[config.mk]
export PLATFORM = sky130hd
export DESIGN_NAME = sysclk_div_ctrl
export DESIGN_NICKNAME = d
export VERILOG_FILES = /design/src/rtl/sysclk_div_pkg.sv /design/src/rtl/sysclk_div_regs.sv /design/src/rtl/sysclk_div_post.sv /design/src/rtl/sysclk_div_chan.sv /design/src/rtl/sysclk_div_ctrl.sv
export SDC_FILE = /design/constraint.sdc
export NUM_CORES = 1
export LEC_CHECK = 0
export ABC_AREA = 1
export CAP_MARGIN = 20
export CORE_ASPECT_RATIO = 2
export CORE_MARGIN = 2
export CORE_UTILIZATION = 61
export DETAILED_ROUTE_END_ITERATION = 16
export PLACE_DENSITY = 0.8
export SYNTH_ARGS = -nofsm -noshare
export SYNTH_HDL_FRONTEND = slang
export SYNTH_SLANG_ARGS = --single-unit
[constraint.sdc]
create_clock -name clk_i -period 3.5 [get_ports clk_i]
set_clock_uncertainty 0.1 [all_clocks]
set_input_delay 0.525 -clock clk_i [delete_from_list [all_inputs] [get_ports clk_i]]
set_output_delay 0.525 -clock clk_i [all_outputs]
set_load 0.02 [all_outputs]
[src/rtl/sysclk_div_pkg.sv]
package sysclk_div_pkg;
  localparam logic [1:0] ADDR_POSTDIV = 2'd0;
  localparam logic [1:0] ADDR_OUT3    = 2'd1;
  localparam logic [1:0] ADDR_OUT4    = 2'd2;
  localparam logic [1:0] ADDR_COMMIT  = 2'd3;
  localparam int unsigned NUM_OUTS    = 4;
  localparam int unsigned NUM_FIXED   = 2;
endpackage

[src/rtl/sysclk_div_regs.sv]
module sysclk_div_regs
  import sysclk_div_pkg::*;
#(
  parameter int unsigned RW   = 5,
  parameter int unsigned PW   = 4,
  parameter int unsigned DEF3 = 2,
  parameter int unsigned DEF4 = 4,
  localparam int unsigned DW  = RW + 1
) (
  input  logic          clk_i,
  input  logic          rst_ni,
  input  logic          wr_en_i,
  input  logic [1:0]    wr_addr_i,
  input  logic [DW-1:0] wr_data_i,
  output logic [RW-1:0] cm_r3_o,
  output logic [RW-1:0] cm_r4_o,
  output logic          run3_o,
  output logic          run4_o,
  output logic [PW-1:0] cm_pr_o,
  output logic          cm_pe_o
);
  logic [RW-1:0] pd3_q, pd3_d, pd4_q, pd4_d, cm3_q, cm3_d, cm4_q, cm4_d;
  logic [PW-1:0] ppr_q, ppr_d, cpr_q, cpr_d;
  logic          ppe_q, ppe_d, cpe_q, cpe_d;
  logic          g3_q, g3_d, g4_q, g4_d;
  logic          commit;

  assign commit = wr_en_i && (wr_addr_i == ADDR_COMMIT) && wr_data_i[0];

  always_comb begin
    pd3_d = pd3_q;
    pd4_d = pd4_q;
    ppr_d = ppr_q;
    ppe_d = ppe_q;
    g3_d  = g3_q;
    g4_d  = g4_q;
    cm3_d = cm3_q;
    cm4_d = cm4_q;
    cpr_d = cpr_q;
    cpe_d = cpe_q;
    if (wr_en_i) begin
      case (wr_addr_i)
        ADDR_POSTDIV: begin
          ppr_d = wr_data_i[PW-1:0];
          ppe_d = wr_data_i[PW];
        end
        ADDR_OUT3: begin
          pd3_d = wr_data_i[RW-1:0];
          g3_d  = wr_data_i[RW];
        end
        ADDR_OUT4: begin
          pd4_d = wr_data_i[RW-1:0];
          g4_d  = wr_data_i[RW];
        end
        default: ;
      endcase
    end
    if (commit) begin
      cm3_d = pd3_q;
      cm4_d = pd4_q;
      cpr_d = ppr_q;
      cpe_d = ppe_q;
    end
  end

  always_ff @(posedge clk_i or negedge rst_ni) begin
    if (!rst_ni) begin
      pd3_q <= RW'(DEF3);
      pd4_q <= RW'(DEF4);
      cm3_q <= RW'(DEF3);
      cm4_q <= RW'(DEF4);
      ppr_q <= '0;
      cpr_q <= '0;
      ppe_q <= 1'b0;
      cpe_q <= 1'b0;
      g3_q  <= 1'b1;
      g4_q  <= 1'b1;
    end else begin
      pd3_q <= pd3_d;
      pd4_q <= pd4_d;
      cm3_q <= cm3_d;
      cm4_q <= cm4_d;
      ppr_q <= ppr_d;
      cpr_q <= cpr_d;
      ppe_q <= ppe_d;
      cpe_q <= cpe_d;
      g3_q  <= g3_d;
      g4_q  <= g4_d;
    end
  end

  assign cm_r3_o = cm3_q;
  assign cm_r4_o = cm4_q;
  assign run3_o  = g3_q;
  assign run4_o  = g4_q;
  assign cm_pr_o = cpr_q;
  assign cm_pe_o = cpe_q;

  // committed values move only on a commit strobe
  p_commit_only_r5: assert property (@(posedge clk_i) disable iff (!rst_ni)
    !commit |=> ($stable(cm3_q) && $stable(cm4_q) && $stable(cpr_q) && $stable(cpe_q)));
endmodule

[src/rtl/sysclk_div_post.sv]
module sysclk_div_post #(
  parameter int unsigned PW = 4
) (
  input  logic          clk_i,
  input  logic          rst_ni,
  input  logic [PW-1:0] ratio_i,
  input  logic          en_i,
  output logic          adv_o
);
  logic [PW-1:0] cnt_q, cnt_d, rat_q, rat_d;
  logic          en_q, en_d;
  logic          adv;

  assign adv = !en_q || (cnt_q == rat_q);

  always_comb begin
    cnt_d = cnt_q + 1'b1;
    rat_d = rat_q;
    en_d  = en_q;
    if (adv) begin
      cnt_d = '0;
      rat_d = ratio_i;
      en_d  = en_i;
    end
  end

  always_ff @(posedge clk_i or negedge rst_ni) begin
    if (!rst_ni) begin
      cnt_q <= '0;
      rat_q <= '0;
      en_q  <= 1'b0;
    end else begin
      cnt_q <= cnt_d;
      rat_q <= rat_d;
      en_q  <= en_d;
    end
  end

  assign adv_o = adv;

  // an enabled ratio above zero never advances on two cycles in a row
  p_spacing_r9: assert property (@(posedge clk_i) disable iff (!rst_ni)
    adv ##1 (en_q && rat_q != '0) |-> !adv);
endmodule

[src/rtl/sysclk_div_chan.sv]
module sysclk_div_chan #(
  parameter int unsigned RW  = 5,
  parameter int unsigned DEF = 0
) (
  input  logic          clk_i,
  input  logic          rst_ni,
  input  logic          adv_i,
  input  logic [RW-1:0] ratio_i,
  input  logic          run_i,
  output logic          lvl_o,
  output logic          tick_o
);
  logic [RW-1:0] ph_q, ph_d, act_q, act_d;
  logic          run_q, run_d, lvl_q, lvl_d, tick_q, tick_d;
  logic [RW:0]   hi_len;
  logic          wrap;

  assign wrap = (ph_q == act_q);

  always_comb begin
    ph_d   = ph_q;
    act_d  = act_q;
    run_d  = run_q;
    lvl_d  = lvl_q;
    tick_d = 1'b0;
    if (adv_i) begin
      if (wrap) begin
        ph_d  = '0;
        act_d = ratio_i;
        run_d = run_i;
      end else begin
        ph_d = ph_q + 1'b1;
      end
    end
    hi_len = ({1'b0, act_d} + (RW+1)'(2)) >> 1;
    if (adv_i) begin
      lvl_d  = run_d && ({1'b0, ph_d} < hi_len);
      tick_d = run_d && wrap;
    end
  end

  always_ff @(posedge clk_i or negedge rst_ni) begin
    if (!rst_ni) begin
      ph_q   <= '0;
      act_q  <= RW'(DEF);
      run_q  <= 1'b1;
      lvl_q  <= 1'b0;
      tick_q <= 1'b0;
    end else begin
      ph_q   <= ph_d;
      act_q  <= act_d;
      run_q  <= run_d;
      lvl_q  <= lvl_d;
      tick_q <= tick_d;
    end
  end

  assign lvl_o  = lvl_q;
  assign tick_o = tick_q;

  // the live ratio changes only at a period boundary
  p_ratio_at_edge_r6: assert property (@(posedge clk_i) disable iff (!rst_ni)
    !(adv_i && wrap) |=> $stable(act_q));
  // the run state changes only at a period boundary
  p_gate_at_edge_r8: assert property (@(posedge clk_i) disable iff (!rst_ni)
    !(adv_i && wrap) |=> $stable(run_q));
  // the level holds between post-divided cycles
  p_hold_level_r7: assert property (@(posedge clk_i) disable iff (!rst_ni)
    !adv_i |=> $stable(lvl_q));
endmodule

[src/rtl/sysclk_div_ctrl.sv]
module sysclk_div_ctrl
  import sysclk_div_pkg::*;
#(
  parameter int unsigned RW   = 5,
  parameter int unsigned PW   = 4,
  parameter int unsigned DEF3 = 2,
  parameter int unsigned DEF4 = 4,
  localparam int unsigned DW  = RW + 1
) (
  input  logic                clk_i,
  input  logic                rst_ni,
  input  logic                wr_en_i,
  input  logic [1:0]          wr_addr_i,
  input  logic [DW-1:0]       wr_data_i,
  output logic [NUM_OUTS-1:0] clk_lvl_o,
  output logic [NUM_OUTS-1:0] clk_tick_o
);
  logic [1:0]    rs_q;
  logic          rst_n;
  logic [RW-1:0] cm_r3, cm_r4;
  logic          run3, run4, cm_pe, adv;
  logic [PW-1:0] cm_pr;

  always_ff @(posedge clk_i or negedge rst_ni) begin
    if (!rst_ni) rs_q <= 2'b00;
    else         rs_q <= {rs_q[0], 1'b1};
  end
  assign rst_n = rs_q[1];

  sysclk_div_regs #(.RW(RW), .PW(PW), .DEF3(DEF3), .DEF4(DEF4)) u_regs (
    .clk_i(clk_i), .rst_ni(rst_n), .wr_en_i(wr_en_i), .wr_addr_i(wr_addr_i),
    .wr_data_i(wr_data_i), .cm_r3_o(cm_r3), .cm_r4_o(cm_r4), .run3_o(run3),
    .run4_o(run4), .cm_pr_o(cm_pr), .cm_pe_o(cm_pe)
  );

  sysclk_div_post #(.PW(PW)) u_post (
    .clk_i(clk_i), .rst_ni(rst_n), .ratio_i(cm_pr), .en_i(cm_pe), .adv_o(adv)
  );

  for (genvar g = 0; g < NUM_OUTS; g++) begin : g_out
    if (g < NUM_FIXED) begin : g_fixed
      sysclk_div_chan #(.RW(RW), .DEF(0)) u_chan (
        .clk_i(clk_i), .rst_ni(rst_n), .adv_i(adv), .ratio_i('0), .run_i(1'b1),
        .lvl_o(clk_lvl_o[g]), .tick_o(clk_tick_o[g])
      );
    end else begin : g_prog
      localparam int unsigned DEFG = (g == NUM_FIXED) ? DEF3 : DEF4;
      sysclk_div_chan #(.RW(RW), .DEF(DEFG)) u_chan (
        .clk_i(clk_i), .rst_ni(rst_n), .adv_i(adv),
        .ratio_i((g == NUM_FIXED) ? cm_r3 : cm_r4),
        .run_i((g == NUM_FIXED) ? run3 : run4),
        .lvl_o(clk_lvl_o[g]), .tick_o(clk_tick_o[g])
      );
    end
  end

  // the fixed outputs keep their level high once running
  p_fixed_high_r2: assert property (@(posedge clk_i) disable iff (!rst_n)
    clk_tick_o[0] |=> clk_lvl_o[0] && clk_lvl_o[1]);
endmodule

* After elaboration in Yosys (flattened, before gate mapping) *
Index checks and enable logic that the tools add are counted.

word-level totals
  register bits after elaboration = 95
  input port bits = 11
  word-level logic and storage cells = 100

cells by class
  add/subtract/negate cells = 9
  magnitude comparators = 4
  eq/ne operators = 8
  mux-type cells = 29
  reductions and logical operators = 16

operators with widths
  kind                                                 number
  two-way mux 5 bit                                    16
  adder 5 x 2 -> 6 bit, second input constant          4
  adder 5 x 1 -> 5 bit, second input constant          4
  equality test 5 bit                                  4
  < comparator 5 bit                                   4
  two-way mux 1 bit                                    12
  logical AND 1 bit                                    10
  AND reduction 2 bit                                  3
  adder 4 x 1 -> 4 bit, second input constant          1
  equality test 2 bit, second input constant           2
  equality test 4 bit                                  1
  two-way mux 4 bit                                    1
  equality test 2 x 1 -> 1 bit, second input constant  1
  zero test 2 bit                                      1
  zero test 1 bit                                      1
  logical OR 1 bit                                     1

* Logic depth before layout (Yosys ltp) *
  word-level depth = 6
  depth in mapped cells = 20
  mapped depth without buffers = 19

* Cells and area by module *
Synthesis repeated with hierarchy kept, for this count alone.

second synthesis, totals
  cell total of the unflattened synthesis = 680
  area total of the unflattened synthesis = 5630.4 µm²

by module, submodules not included
  module                                         times used  cells each  area each (µm²)  sequential area each (µm²)
  sysclk_div_chan (g_out[0].g_fixed.u_chan ...)  2           119         945.9            326.6
  sysclk_div_regs                                1           143         1307.5           808.3
  sysclk_div_chan (g_out[2].g_prog.u_chan)       1           120         953.4            327.8
  sysclk_div_chan (g_out[3].g_prog.u_chan)       1           119         947.2            327.8
  sysclk_div_post                                1           56          473.0            225.2
  sysclk_div_ctrl                                1           4           57.6             50.0

* Least setup slack after synthesis *
No wires, ideal clock.

  path type = reg-to-reg
  from = reg g_out[3].g_prog.u_chan.act_q[2]
  to = reg g_out[3].g_prog.u_chan.lvl_q
  library setup time = 65 ps
  arrival = 2334 ps
  data required time = 3335 ps
  setup slack = 1001 ps
  cell stages (with the launch flop) = 17
  cells stage by stage = dfstp_2 -> inv_1 -> nand2_1 -> nand4_1 -> nor2_4 -> nand2_2 -> buf_6 -> nand2_1 -> nand2_2 -> ha_1 -> xnor2_1 -> ha_1 -> a21oi_1 -> o211ai_2 -> a21oi_1 -> nand2_1 -> nand2_1

on the way
  cells in the longest elaborated chain, start to end = 6

RTL lines
  what                                 RTL line               RTL
  from (decl)                          sysclk_div_chan.sv:13  logic [RW-1:0] ph_q, ph_d, act_q, act_d;
  from (signal assigned)               sysclk_div_chan.sv:45  act_q <= RW'(DEF);
  from (signal assigned)               sysclk_div_chan.sv:51  act_q <= act_d;
  equality test 5 bit                  sysclk_div_chan.sv:18  assign wrap = (ph_q == act_q);
  two-way mux 5 bit                    sysclk_div_chan.sv:27  if (wrap) begin
  two-way mux 5 bit *                  sysclk_div_chan.sv:26  if (adv_i) begin
  net g_out[3].g_prog.u_chan.act_d[2]  sysclk_div_chan.sv:13
  adder 5 x 2 -> 6 bit *               sysclk_div_chan.sv:35  hi_len = ({1'b0, act_d} + (RW+1)'(2)) >> 1;
  < comparator 5 bit *                 sysclk_div_chan.sv:37  lvl_d = run_d && ({1'b0, ph_d} < hi_len);
  logical AND 1 bit *                  sysclk_div_chan.sv:37
  to (signal assigned)                 sysclk_div_chan.sv:53  lvl_q <= lvl_d;
  to (decl)                            sysclk_div_chan.sv:14  logic run_q, run_d, lvl_q, lvl_d, tick_q, tick_d;

Mark *: on every way through the listed nets, which the timed path passes. The rest lies on a longest branch.
A chain may end at the register's enable or synchronous reset.

* Final worst setup path *
  from = reg u_post.cnt_q[0]
  to = reg g_out[3].g_prog.u_chan.lvl_q

on the way
  cells in the longest elaborated chain, start to end = 6

RTL lines
  what                                 RTL line               RTL
  from (decl)                          sysclk_div_post.sv:10  logic [PW-1:0] cnt_q, cnt_d, rat_q, rat_d;
  from (signal assigned)               sysclk_div_post.sv:33  cnt_q <= cnt_d;
  equality test 4 bit                  sysclk_div_post.sv:14  assign adv = !en_q || (cnt_q == rat_q);
  logical OR 1 bit                     sysclk_div_post.sv:14
  two-way mux 5 bit                    sysclk_div_chan.sv:26
  net g_out[3].g_prog.u_chan.act_d[2]  sysclk_div_chan.sv:13
  adder 5 x 2 -> 6 bit                 sysclk_div_chan.sv:35
  < comparator 5 bit                   sysclk_div_chan.sv:37
  logical AND 1 bit                    sysclk_div_chan.sv:37

The timed path passes the listed nets, and every way through them passes these cells.

==> metrics.yaml <==
status: "completed"
crit_buf_inv: 1
critPathTopFamily: "simple AND/OR/NAND/NOR gates"
drtAntennaViolNets: 0
cts.sinks: 93
ff2ff_setup_slack_ns: 0.55
p_sw_frac: 0.4300
slowest_delay_ns: 0.42
holdBufCountCts: 0
synth_top_family_by_area: "simple AND/OR/NAND/NOR gates"
firstDrtPassIters: 4
p_per_area_nw_per_um2: 924.6
synth_largest_area_cell: "dfrtp_1"
portBuffers: 18
dpl.hpwl_um: 7211
p_int_w: 0.002849
period_share: 0.8441
power_w: 0.004998
clockBufferDepth: 2
synth_adder_area_share: 0.06391
seq_area_um2: 2346
worstReg2RegEnd: "g_out[3].g_prog.u_chan.lvl_o$_DFFE_PN0N_"
synth-main-ff-cell: "dfrtp_1"
max_cap_viol_count: 0
die_x_um: 67.34
post-route-drc-count: 0
seq_area_frac_synth: 0.4785
crit_path_end_kind: "flop"
ys_ff_latch: 93
htree_num_levels: 3
rsz0062_at_grt: "false"
setup_viol: 0
clkTransAtPathRegs_ns: 0.06
wl_per_cell_um: 14.11
reg2reg_from: "u_post.cnt_q[0]$_DFF_PN0_"
gr-usage-all-layers: 0.2576
vias: 3775
grt_overflow_total: 0
antenna_found_initial: 0
grt_pass1_wl_um: 16840
core_region_area_um2: 7885
areaGrowthSynthToFinish_pct: 10.43
r2r_cells: 17
hp-class: "flop to asynchronous set/reset pin"
grt_pass1_vias: 3860
cts-root-buf: "clkbuf_16"
drv_slew: 0
critPathMaxFanout: 33
final_common_cell: "nand2_1"
insertion_delay_ns: 0.35
dieArea_um2: 8800
netlist_instances: 591
worst_ep_required_time_ns: 3.69
synth.area.mux_share: 0.02071
fmax_mhz: 338.5
p_sw_w: 0.002149
fin_crit_ns: 2.954
seqPwrFrac: 0.334
numCtsBuffers: 9
startpoint_type: "flop"
fin_nets: 640
rows: 46
synth-edff-count: 0
timing.final.ws_setup_ns: 0.5455
synthArstFlopShare: 1.000
yosys-top-cells-area: "dfrtp_1 41%, nand2_1 14%, dfstp_2 6.4%"
syn_nets: 627
p_leak_nw: 2.867
drtIter0Drc: 177
combPwrFrac: 0.471
crit_type: "flop to flop"
wl_um: 9949
post_cts_buffers: 0
clkPwrFrac: 0.195
final_cell_mix: "179 x nand2_1, 84 x inv_1, 80 x dfrtp_1"
vias_per_cell: 5.355
postLayoutCoreUtil: 0.6855
cts_resized: 0
finalHoldViolCount: 0
synth_area_per_cell_um2: 8.282
synth_simple_gate_area_frac: 0.2446
drive_gt1_frac: 0.1149
cts_tree: "yes"
start_util: 0.6208
slowest_stage: "dfrtp_1"
ys_warn_count: 0
critPathCapture: "g_out[3].g_prog.u_chan.lvl_o$_DFFE_PN0N_"
synth-xor-area-share: 0.02147
critPathLaunch: "u_post.cnt_q[0]$_DFF_PN0_"
multi_input_area_um2: 2074
gp_congestion: 0.9235
synth_compound_area_frac: 0.07234
pin_count: 19
ys_types: 31
antenna_cells: 0
crit_cells: 17
worst_ep_arrival_time_ns: 3.14
grt_start_max_net_pins: 92
ir_worst_vdd_mv: 0.5749
crit_chain: "inv_1, nand2_1, nand2_1, nor2_1, nand2_2, nand2_4, nand2_2, nand2_1, nand2_2, ha_1, nand3_1, ha_1, a21oi_1, o211ai_2, a21oi_1, nand2_1, nand2_1"
syn_area_um2: 4895
pre_cts_slack_ns: 0.6265
path_common_cell: "nand2_1"
fill_cells: 599
fin_tns_setup_ns: 0
die_y_um: 130.7
synth_top_area_frac: 0.4141
-- worst min path at each step --
stage	startpoint	to	slack [ns]	cells after the start
after floorplan	rst_ni	rs_q[0]$_DFF_PN0_	0.13	0
after global placement	rs_q[0]$_DFF_PN0_	rs_q[1]$_DFF_PN0_	0.24	0
after detailed placement	rs_q[0]$_DFF_PN0_	rs_q[1]$_DFF_PN0_	0.25	0
after CTS	rst_ni	rs_q[1]$_DFF_PN0_	0.23	1
after global routing	rs_q[1]$_DFF_PN0_	u_regs.ppe_q$_DFFE_PN0P_	0.12	0
final	rs_q[1]$_DFF_PN0_	u_regs.ppe_q$_DFFE_PN0P_	0.1	0
-- cells by family (layout without fill, tap and decap cells) --
family | after synthesis | in the layout
and+or+nand+nor | 277 | 277
buffers and inverters | 109 | 127
DFF | 93 | 93
AOI/OAI and AO/OA | 65 | 65
adders and majority gates | 25 | 25
xor gates and xnor gates | 12 | 12
muxes | 9 | 9
other | 1 | 1
-- metrics by stage --
step	instance area, um^2	hold slack, ns	std cells
after floorplan	4895	0.1294	591
after global placement	5077	0.2421	688
after detailed placement	5077	0.2465	688
after CTS	5378	0.2265	704
after global routing	5405	0.1208	705
final	5405	0.09979	705
-- power groups by stage --
stage	clock, W	combinational, W	sequential, W
2_1_floorplan	0	0.00187	0.00162
6_report	0.000976	0.00235	0.00167
4_1_cts	0.000991	0.00233	0.00168
3_5_place_dp	0	0.00230	0.00170
3_3_place_gp	0	0.00217	0.00168
5_1_grt	0.00104	0.00271	0.00170
-- registers in the layout, indices dropped and copies added (netlist names), 4 cells and up --
register                    cells
g_out.g_prog.u_chan.act_q      10
u_regs.pd3_q                    5
u_regs.ppr_q                    4
g_out.g_fixed.u_chan.ph_q      10
u_post.rat_q                    4
u_regs.cm_pr_o                  4
u_regs.pd4_q                    5
u_regs.cm_r3_o                  5
g_out.g_fixed.u_chan.act_q      8
g_out.g_prog.u_chan.ph_q       10
u_post.cnt_q                    4
u_regs.cm_r4_o                  5
-- Yosys cell counts (2+ instances only) --
library cell  instances
nand2_1             179
dfrtp_1              81
a21oi_1              22
dfstp_2              12
nor2_2                4
o21ai_0              38
buf_4                 9
nand2_2              10
nor3_1                4
ha_1                 25
xnor2_1               6
nand2_4               3
nand4_1               7
buf_6                 4
nand3_2               2
xor2_1                6
inv_1                84
buf_2                 4
nor2_1               30
mux2_2                9
clkbuf_1              3
o211ai_2              3
inv_2                 4
nand3_1              34
nor2_4                2
-- routing by layer --
metal,wire length (um),global-route usage,up-vias
li1,-,-,1864
met5,0,0,-
met4,370,0.1236,0
met2,5686,0.4729,59
met1,3657,0.2727,1825
met3,233,0.04966,27
-- cell type report --
cell class                 instances  area share
clock buffer                      10     0.04236
multi-input combinational        389      0.3838
timing repair buffer              22     0.04259
tap                               96     0.02222
sequential                        93      0.4340
clock inverter                     6     0.01319
inverter                          89     0.06181
(Power assumes the default switching activity.)
